[config.mk]
export PLATFORM = sky130hd
export DESIGN_NAME = efuse_shadow_loader
export DESIGN_NICKNAME = d
export VERILOG_FILES = /design/src/rtl/efuse_shadow_pkg.sv /design/src/rtl/efuse_settle_timer.sv /design/src/rtl/efuse_load_fsm.sv /design/src/rtl/efuse_shadow_store.sv /design/src/rtl/efuse_shadow_loader.sv
export SDC_FILE = /design/constraint.sdc
export NUM_CORES = 1
export LEC_CHECK = 0
export CAP_MARGIN = 20
export CORE_MARGIN = 2
export CORE_UTILIZATION = 35
export DETAILED_ROUTE_END_ITERATION = 6
export PLACE_DENSITY = 0.6
export SLEW_MARGIN = 20
export SYNTH_ARGS = -nofsm -noshare
export SYNTH_HDL_FRONTEND = slang
export SYNTH_SLANG_ARGS = --single-unit
[constraint.sdc]
create_clock -name clk -period 5.9 [get_ports clk]
set_clock_uncertainty 0.05 [all_clocks]
set_input_delay 1.18 -clock clk [delete_from_list [all_inputs] [get_ports clk]]
set_output_delay 1.18 -clock clk [all_outputs]
set_load 0.02 [all_outputs]
[src/rtl/efuse_shadow_pkg.sv]
`timescale 1ns/1ps
package efuse_shadow_pkg;
   // control word bit positions (decoded by the fuse macro)
   localparam int CSB_BIT    = 0;
   localparam int STROBE_BIT = 1;
   localparam int LOAD_BIT   = 2;
   localparam int PGENB_BIT  = 3;
   localparam int ADDR_LSB   = 6;

   typedef enum logic [2:0] {
      PH_ENTER = 3'd0,
      PH_ADDR  = 3'd1,
      PH_STRB  = 3'd2,
      PH_LOW   = 3'd3,
      PH_STBY  = 3'd4
   } seq_ph_e;
endpackage

[src/rtl/efuse_settle_timer.sv]
`timescale 1ns/1ps
module efuse_settle_timer #(
   parameter int SETTLE_CYC = 200,
   localparam int CNT_W = $clog2(SETTLE_CYC + 1)
) (
   input  logic clk,
   input  logic rst_n,
   input  logic reload,
   output logic expired
);
   logic [CNT_W-1:0] cnt;

   always_ff @(posedge clk or negedge rst_n) begin
      if (!rst_n)
         cnt <= CNT_W'(SETTLE_CYC - 1);
      else if (reload)
         cnt <= CNT_W'(SETTLE_CYC - 1);
      else if (cnt != '0)
         cnt <= cnt - 1'b1;
   end

   assign expired = (cnt == '0);


   cnt_bound_chk: assert property (@(posedge clk) disable iff (!rst_n)
      int'(cnt) < SETTLE_CYC);
endmodule

[src/rtl/efuse_load_fsm.sv]
`timescale 1ns/1ps
module efuse_load_fsm import efuse_shadow_pkg::*; #(
   parameter int WORDS  = 32,
   parameter int ADDR_W = 10,
   localparam int IDX_W  = $clog2(WORDS),
   localparam int CTRL_W = ADDR_LSB + ADDR_W
) (
   input  logic              clk,
   input  logic              rst_n,
   input  logic              start,
   input  logic              expired,
   output logic              reload,
   output logic              cap_en,
   output logic [IDX_W-1:0]  cap_idx,
   output logic [CTRL_W-1:0] ctrl,
   output logic              done
);
   seq_ph_e          ph;
   logic [IDX_W-1:0] idx;
   logic             last_word;

   assign last_word = (idx == IDX_W'(WORDS - 1));

   always_ff @(posedge clk or negedge rst_n) begin
      if (!rst_n) begin
         ph  <= PH_ENTER;
         idx <= '0;
      end else if (start) begin
         ph  <= PH_ENTER;
         idx <= '0;
      end else if (expired) begin
         unique case (ph)
            PH_ENTER: ph <= PH_ADDR;
            PH_ADDR:  ph <= PH_STRB;
            PH_STRB:  ph <= PH_LOW;
            PH_LOW: begin
               if (last_word) begin
                  ph <= PH_STBY;
               end else begin
                  idx <= idx + 1'b1;
                  ph  <= PH_ADDR;
               end
            end
            default:  ph <= PH_STBY;
         endcase
      end
   end

   assign reload  = start || (expired && ph != PH_STBY);
   assign cap_en  = (ph == PH_STRB) && expired && !start;
   assign cap_idx = idx;
   assign done    = (ph == PH_STBY);

   always_comb begin
      ctrl              = '0;
      ctrl[PGENB_BIT]   = 1'b1;
      ctrl[CSB_BIT]     = (ph == PH_STBY);
      ctrl[LOAD_BIT]    = (ph != PH_STBY);
      ctrl[STROBE_BIT]  = (ph == PH_STRB);
      if (ph == PH_ADDR || ph == PH_STRB || ph == PH_LOW)
         ctrl[ADDR_LSB +: ADDR_W] = ADDR_W'(idx);
   end


   addr_range_chk: assert property (@(posedge clk) disable iff (!rst_n)
      int'(ctrl[ADDR_LSB +: ADDR_W]) < WORDS);


   strobe_mode_chk: assert property (@(posedge clk) disable iff (!rst_n)
      ctrl[STROBE_BIT] |-> (ctrl[LOAD_BIT] && !ctrl[CSB_BIT] && ctrl[PGENB_BIT]));


   addr_step_chk: assert property (@(posedge clk) disable iff (!rst_n)
      (!start && ph == PH_LOW && expired && !last_word) |=> (idx == $past(idx) + 1'b1));
endmodule

[src/rtl/efuse_shadow_store.sv]
`timescale 1ns/1ps
module efuse_shadow_store #(
   parameter int WORDS      = 32,
   parameter int WORD_W     = 32,
   parameter int VER_WORD   = 6,
   parameter int VER_W      = 4,
   parameter int LEAK_WORD  = 23,
   parameter bit DECODE_REG = 1'b0,
   localparam int IDX_W = $clog2(WORDS)
) (
   input  logic              clk,
   input  logic              rst_n,
   input  logic              cap_en,
   input  logic [IDX_W-1:0]  cap_idx,
   input  logic [WORD_W-1:0] cap_data,
   input  logic              done,
   input  logic [IDX_W-1:0]  rd_idx,
   output logic [WORD_W-1:0] rd_data,
   output logic [VER_W-1:0]  chip_ver,
   output logic [WORD_W-1:0] cpu_leak
);
   logic [WORD_W-1:0] shadow [WORDS];

   always_ff @(posedge clk or negedge rst_n) begin
      if (!rst_n) begin
         for (int i = 0; i < WORDS; i++)
            shadow[i] <= '0;
      end else if (cap_en) begin
         shadow[cap_idx] <= cap_data;
      end
   end

   always_ff @(posedge clk or negedge rst_n) begin
      if (!rst_n)
         rd_data <= '0;
      else
         rd_data <= done ? shadow[rd_idx] : '0;
   end

   generate
      if (DECODE_REG) begin : g_dec_reg
         always_ff @(posedge clk or negedge rst_n) begin
            if (!rst_n) begin
               chip_ver <= '0;
               cpu_leak <= '0;
            end else begin
               chip_ver <= done ? shadow[VER_WORD][VER_W-1:0] : '0;
               cpu_leak <= done ? shadow[LEAK_WORD] : '0;
            end
         end

         dec_zero_chk: assert property (@(posedge clk) disable iff (!rst_n)
            !done |=> (chip_ver == '0 && cpu_leak == '0));
      end else begin : g_dec_comb
         assign chip_ver = done ? shadow[VER_WORD][VER_W-1:0] : '0;
         assign cpu_leak = done ? shadow[LEAK_WORD] : '0;

         dec_zero_chk: assert property (@(posedge clk) disable iff (!rst_n)
            !done |-> (chip_ver == '0 && cpu_leak == '0));
      end
   endgenerate


   rd_zero_chk: assert property (@(posedge clk) disable iff (!rst_n)
      !done |=> (rd_data == '0));


   cap_in_load_chk: assert property (@(posedge clk) disable iff (!rst_n)
      cap_en |-> !done);
endmodule

[src/rtl/efuse_shadow_loader.sv]
`timescale 1ns/1ps
module efuse_shadow_loader import efuse_shadow_pkg::*; #(
   parameter int SETTLE_CYC = 200,
   parameter int WORDS      = 32,
   parameter int WORD_W     = 32,
   parameter int ADDR_W     = 10,
   parameter int VER_WORD   = 6,
   parameter int VER_W      = 4,
   parameter int LEAK_WORD  = 23,
   parameter bit DECODE_REG = 1'b0
) (
   input  logic                         clk,
   input  logic                         rst_n,
   input  logic                         start,
   output logic [ADDR_LSB+ADDR_W-1:0]   fuse_ctrl,
   input  logic [WORD_W-1:0]            fuse_dout,
   input  logic [$clog2(WORDS)-1:0]     rd_idx,
   output logic [WORD_W-1:0]            rd_data,
   output logic                         done,
   output logic [VER_W-1:0]             chip_ver,
   output logic [WORD_W-1:0]            cpu_leak
);
   localparam int IDX_W  = $clog2(WORDS);
   localparam int CTRL_W = ADDR_LSB + ADDR_W;
   localparam logic [CTRL_W-1:0] STBY_WORD  = CTRL_W'((1 << PGENB_BIT) | (1 << CSB_BIT));
   localparam logic [CTRL_W-1:0] ENTRY_WORD = CTRL_W'((1 << PGENB_BIT) | (1 << LOAD_BIT));

   generate
      if (SETTLE_CYC < 1) begin : g_bad_settle
         $error("SETTLE_CYC must be at least 1");
      end
      if (WORDS < 2 || WORDS > (1 << ADDR_W)) begin : g_bad_words
         $error("WORDS must fit the address field");
      end
      if (VER_WORD >= WORDS || LEAK_WORD >= WORDS) begin : g_bad_field
         $error("decoded word index out of range");
      end
      if (VER_W < 1 || VER_W > WORD_W) begin : g_bad_ver
         $error("VER_W must fit in a word");
      end
   endgenerate

   logic             expired;
   logic             reload;
   logic             cap_en;
   logic [IDX_W-1:0] cap_idx;

   efuse_settle_timer #(.SETTLE_CYC(SETTLE_CYC)) timer_i (
      .clk(clk), .rst_n(rst_n), .reload(reload), .expired(expired)
   );

   efuse_load_fsm #(.WORDS(WORDS), .ADDR_W(ADDR_W)) fsm_i (
      .clk(clk), .rst_n(rst_n), .start(start), .expired(expired),
      .reload(reload), .cap_en(cap_en), .cap_idx(cap_idx),
      .ctrl(fuse_ctrl), .done(done)
   );

   efuse_shadow_store #(
      .WORDS(WORDS), .WORD_W(WORD_W), .VER_WORD(VER_WORD), .VER_W(VER_W),
      .LEAK_WORD(LEAK_WORD), .DECODE_REG(DECODE_REG)
   ) store_i (
      .clk(clk), .rst_n(rst_n), .cap_en(cap_en), .cap_idx(cap_idx),
      .cap_data(fuse_dout), .done(done), .rd_idx(rd_idx), .rd_data(rd_data),
      .chip_ver(chip_ver), .cpu_leak(cpu_leak)
   );


   standby_enc_chk: assert property (@(posedge clk) disable iff (!rst_n)
      done |-> (fuse_ctrl == STBY_WORD));


   cap_strobe_chk: assert property (@(posedge clk) disable iff (!rst_n)
      cap_en |-> fuse_ctrl[STROBE_BIT]);


   restart_chk: assert property (@(posedge clk) disable iff (!rst_n)
      start |=> (!done && fuse_ctrl == ENTRY_WORD));
endmodule

# Word-level counts from Yosys, hierarchy flattened
# Cells that the tools add are included.
# word_totals
ff_bits,1072
latchBits,0
ramBits,0
romBits,0
in_bits,40
out_inout_bits,85
elab_cells,85
mem_count,0
# classes
n_addsub,2
mul,0
n_div,0
n_lt_le_gt_ge,3
n_eq_ne,7
shifts,0
muxes,20
bitwise,2
n_reduce_logical,15
# ops
operator,count
bitwise mux 1024 bit,1
binary-select mux 32 bit (select 5 bit),1
demux 32 bit (select 5 bit),1
two-way mux 32 bit,5
two-way mux 5 bit,5
two-way mux 8 bit,2
greater-or-equal comparator 6 bit (second input constant),2
NOT 5 -> 6 bit,2
one-hot mux 3 bit (4 select lines),1
two-way mux 3 bit,3
logical NOT 8 bit,1
nonzero test 8 bit,1
subtractor 8 x 1 -> 8 bit (second input constant),1
equality test 3 x 2 -> 1 bit (second input constant),2
less-than comparator 6 x 1 -> 1 bit (second input constant),1
nonzero test 2 bit,3
adder 5 x 1 -> 5 bit (second input constant),1
equality test 5 bit (second input constant),1
logical AND 1 bit,4
two-way mux 4 bit,1
equality test 3 x 1 -> 1 bit (second input constant),1
equality test 3 bit (second input constant),1
logical NOT 3 bit,1
logical OR 1 bit,3
4 further kinds,4

# Logic depth before layout (Yosys ltp)
# logic_depth
ltp_word,6
ltp_mapped,9
mapped_depth_nobuf,8

# By module
# Synthesis repeated with hierarchy kept, for this count alone.
# hier_totals
hier_cells,3100
hier_area_um2,48481.5
# by_module_without_submodules
module,instances,cells_each,area_each_um2,seq_area_each_um2
efuse_shadow_store,1,2989,47431.7,26425.3
efuse_load_fsm,1,67,603.1,200.2
efuse_settle_timer,1,44,446.7,206.4

# Worst setup path before layout
# Ideal clock, no wire load.
# synth_path
path_type,input to register
from,input port rd_idx[1]
to,register store_i.rd_data[14]
arrival_time_ps,2620
t_required_ps,5709
slack_ps,3089
path_stages,6
path_buffers,3
cell_sequence,buf_4 -> buf_2 -> buf_2 -> mux4_2 -> a22oi_1 -> a31oi_1
# synth_between
elab_chain_len,5
# synth_lines
element,line,source
from (decl),efuse_shadow_loader.sv:17,"input logic [$clog2(WORDS)-1:0] rd_idx,"
NOT 5 -> 6 bit (implied by the code),efuse_shadow_store.sv:37,rd_data <= done ? shadow[rd_idx] : '0;
binary-select mux 32 bit (select 5 bit),efuse_shadow_store.sv:37,
two-way mux 32 bit (implied by the code) (2 in a row),efuse_shadow_store.sv:37,
two-way mux 32 bit,efuse_shadow_store.sv:37,
to (signal assigned),efuse_shadow_store.sv:37,
to (decl),efuse_shadow_store.sv:18,"output logic [WORD_W-1:0] rd_data,"
# Every way passes these cells. The select of a mux whose other input is x is not followed.
# A chain may end at the register's enable or synchronous reset.

# Worst setup path in the final report
# layout_path
from,register fsm_i.ph[2]
to,output port fuse_ctrl[0]
# layout_between
elab_chain_len,1
# layout_lines
element,line,source
from (decl),efuse_load_fsm.sv:18,seq_ph_e ph;
from (signal assigned),efuse_load_fsm.sv:26,ph <= PH_ENTER;
from (signal assigned),efuse_load_fsm.sv:29,ph <= PH_ENTER;
from (signal assigned),efuse_load_fsm.sv:33,PH_ENTER: ph <= PH_ADDR;
equality test 3 bit,efuse_load_fsm.sv:57,ctrl[CSB_BIT] = (ph == PH_STBY);
to (decl),efuse_shadow_loader.sv:15,"output logic [ADDR_LSB+ADDR_W-1:0] fuse_ctrl,"
# Every way passes these cells.

==> flow_metrics.env <==
export IMPL_setup_viol=0
export IMPL_drc=0
export IMPL_post_cts_buffers=0
export IMPL_slowest_delay_ns=0.66
export IMPL_clk_pin_slew_worst_paths_ns=0.07
export IMPL_rows=140
export IMPL_grtUsageMet3=0.0271
export IMPL_reg2reg_depth=6
export IMPL_hp_class="in2async"
export IMPL_clock_root_buffer="clkbuf_16"
export IMPL_nNetsFinal=3170
export IMPL_synth_compound_area_frac=0.0251
export IMPL_cts_tree="yes"
export IMPL_synth_top_family_by_area="multiplexers"
export IMPL_fp_coreArea_um2=145000
export IMPL_slew_violations=0
export IMPL_clock_path_buffers=3
export IMPL_cap_violations=0
export IMPL_ys_seq_area_frac=0.524
export IMPL_hold_viol=0
export IMPL_place_congestion=0.758
export IMPL_power_density_nw_per_um2=267
export IMPL_postLayoutCellArea_um2=57400
export IMPL_ys_warn_count=0
export IMPL_crit_required_ns=4.67
export IMPL_insertion_delay_ns=0.72
export IMPL_synth_most_common_cell="dfrtp_1"
export IMPL_grt_pass1_vias=29360
export IMPL_cts_buffers=110
export IMPL_dp_hpwl_mm=77.0
export IMPL_port_buffers=116
export IMPL_fin_cells=5134
export IMPL_start_util=0.352
export IMPL_synthAdderAreaFrac=0.00147
export IMPL_muxShareOfSynthArea=0.383
export IMPL_synth_edff_count=0
export IMPL_peakVddDrop_mv=0.243
export IMPL_fillers=13242
export IMPL_worst_pin_slew_ns=0.956
export IMPL_crit_path_end_kind="primary output"
export IMPL_crit_chain="buf_4, nand2_2, inv_1, clkdlybuf4s50_1"
export IMPL_synth_simple_area_share=0.0241
export IMPL_arrival_ns=3.05
export IMPL_cp_endpoint="fuse_ctrl[0]"
export IMPL_worst_setup_path_start_kind="register"
export IMPL_total_power_mw=15.3
export IMPL_synth_xor_area_share=0.000342
export IMPL_slowest_stage="clkdlybuf4s50_1"
export IMPL_r2r_end="store_i.shadow[791]"
export IMPL_fin_crit_sh=0.725
export IMPL_max_freq_mhz=234
export IMPL_ys_seq_elements=1072
export IMPL_status="complete, no violations"
export IMPL_timing_rr_start="fsm_i.ph[2]"
export IMPL_area_delta_synth_final_pct=12.3
export IMPL_async_flop_share=1.00
export IMPL_cts_sinks=1072
export IMPL_dpl_cell_area_um2=53600
export IMPL_synth_cell_types=48
export IMPL_yosys_top_cells_area="dfrtp_1, mux2_4, mux2_2"
export IMPL_cts_hold_buf=0
export IMPL_synth_area_leader_cell="dfrtp_1"
export IMPL_drt_pass1_iter_count=6
export IMPL_grt_util_met1=0.256
export IMPL_ant_nets=0
export IMPL_rsz0062_at_grt="no"
export IMPL_synthesis_area_um2=51200
export IMPL_via_count=27488
export IMPL_die_y_um=386
export IMPL_die_area_um2=149000
export IMPL_grt_pass1_wl_mm=199
export IMPL_synth_area_per_cell_um2=16.4
export IMPL_drt_iter0_markers=2093
export IMPL_htree_levels=3
export IMPL_synth_top_area_share=0.522
export IMPL_path_max_fanout=44
export IMPL_busiest_layer="met2"
export IMPL_die_w_um=386
export IMPL_leakagePower_nw=28.6
export IMPL_relSlewSlack=0.361
export IMPL_track_usage=0.177
export IMPL_worstSetupPathType="reg2out"
export IMPL_final_min_clock_period_ns=4.28
export IMPL_gr_total_overflow=0
export IMPL_wl_mm=130
export IMPL_synthesis_instances=3116
export IMPL_pin_count=125
export IMPL_drive_gt1_frac=0.495
export IMPL_dominantRegCellSynth="dfrtp_1"
export IMPL_regToRegSetupSlack_ns=2.04
export IMPL_use_met2=0.278
export IMPL_tns_ns=0
export IMPL_vias_per_cell=5.35
export IMPL_setup_worst_path_start="fsm_i.ph[2]"
export IMPL_grt_max_degree=142
export IMPL_ctsResizeCount=0
export IMPL_dp_cells=4929
export IMPL_yosys_top_cells_count="dfrtp_1, mux2_2, mux2_4, mux4_2, clkbuf_1"
export IMPL_num_antenna_cells=0
export IMPL_wl_per_cell_um=25.4
export IMPL_antenna_found_initial=7
state kept, by name (all words and copies together), names as in the netlist:
| name | flops |
|---|---|
| fsm_i.cap_idx | 5 |
| timer_i.cnt | 8 |
| store_i.rd_data | 32 |
| store_i.shadow | 1024 |
| fsm_i.ph | 3 |
per-layer routing:
layer | wire (um) | vias to the layer above
met5 | 80 | -
li1 | - | 11595
met2 | 60900 | 582
met1 | 60400 | 15101
met4 | 3010 | 14
met3 | 6050 | 196
metrics by stage:
stage,util,hold slack [ns],setup slack (ns)
6_report,0.395,0.437,1.62
5_1_grt,0.395,0.461,1.46
4_1_cts,0.395,0.443,1.47
3_5_place_dp,0.369,0.430,1.15
3_3_place_gp,0.369,0.421,1.17
2_1_floorplan,-,0.409,3.09
cell families after synthesis:
| group | Yosys count |
|---|---|
| buffers and inverters | 333 |
| multiplexers | 1376 |
| flip-flops | 1072 |
| other | 2 |
| AND/OR/NAND/NOR | 152 |
| XOR/XNOR | 2 |
| adder cells (fa/ha/maj) | 6 |
| AO/OA/AOI/OAI | 173 |
worst max-delay path: cells and delay by family, from the launching register on:
kind          cells  cell delay (ns)
flops             1             0.34
buf+inv           3             1.49
simple gates      1             0.51
layout by cell type (no fill, tap or decap), types with 23 or more instances in the layout:
master,Yosys,final
mux4_2,224,224
mux2_4,464,464
nand3_4,30,30
a31oi_1,32,32
mux2i_1,128,128
buf_4,13,82
a22oi_1,32,32
and3_1,37,37
clkdlybuf4s50_1,0,106
o21ai_0,29,29
clkbuf_16,0,110
mux2_2,555,555
a221oi_1,24,24
dfrtp_1,1067,1066
a221o_1,32,32
clkinv_2,0,23
nand2_1,27,26
clkbuf_8,0,29
final cells by class:
class	instances	area [um2]	share of cell area
clock inverter	47	593	0.0103
tap	1917	2400	0.0418
clock buffer	158	3220	0.0561
sequential	1072	26800	0.467
inverter	11	43.8	0.000762
timing repair buffer	212	2050	0.0357
multi-input combinational	1717	22300	0.388
worst min-delay path by stage:
| stage | cells after the start | to | startpoint | slack, ns |
|---|---|---|---|---|
| 2_1_floorplan | 1 | store_i.shadow[17] | store_i.shadow[17] | 0.41 |
| 3_3_place_gp | 1 | store_i.shadow[925] | store_i.shadow[925] | 0.42 |
| 3_5_place_dp | 1 | store_i.shadow[17] | store_i.shadow[17] | 0.43 |
| 4_1_cts | 1 | store_i.shadow[17] | store_i.shadow[17] | 0.44 |
| 5_1_grt | 1 | store_i.shadow[935] | store_i.shadow[935] | 0.46 |
| 6_report | 1 | store_i.shadow[59] | rst_n | 0.44 |
where the power goes:
part           internal (mW)  switching [mW]  total (mW)
sequential              7.35         0.00149        7.36
clock                   4.32            3.02        7.34
combinational          0.166           0.480       0.646
No activity file was read; power rests on OpenSTA's default activity.
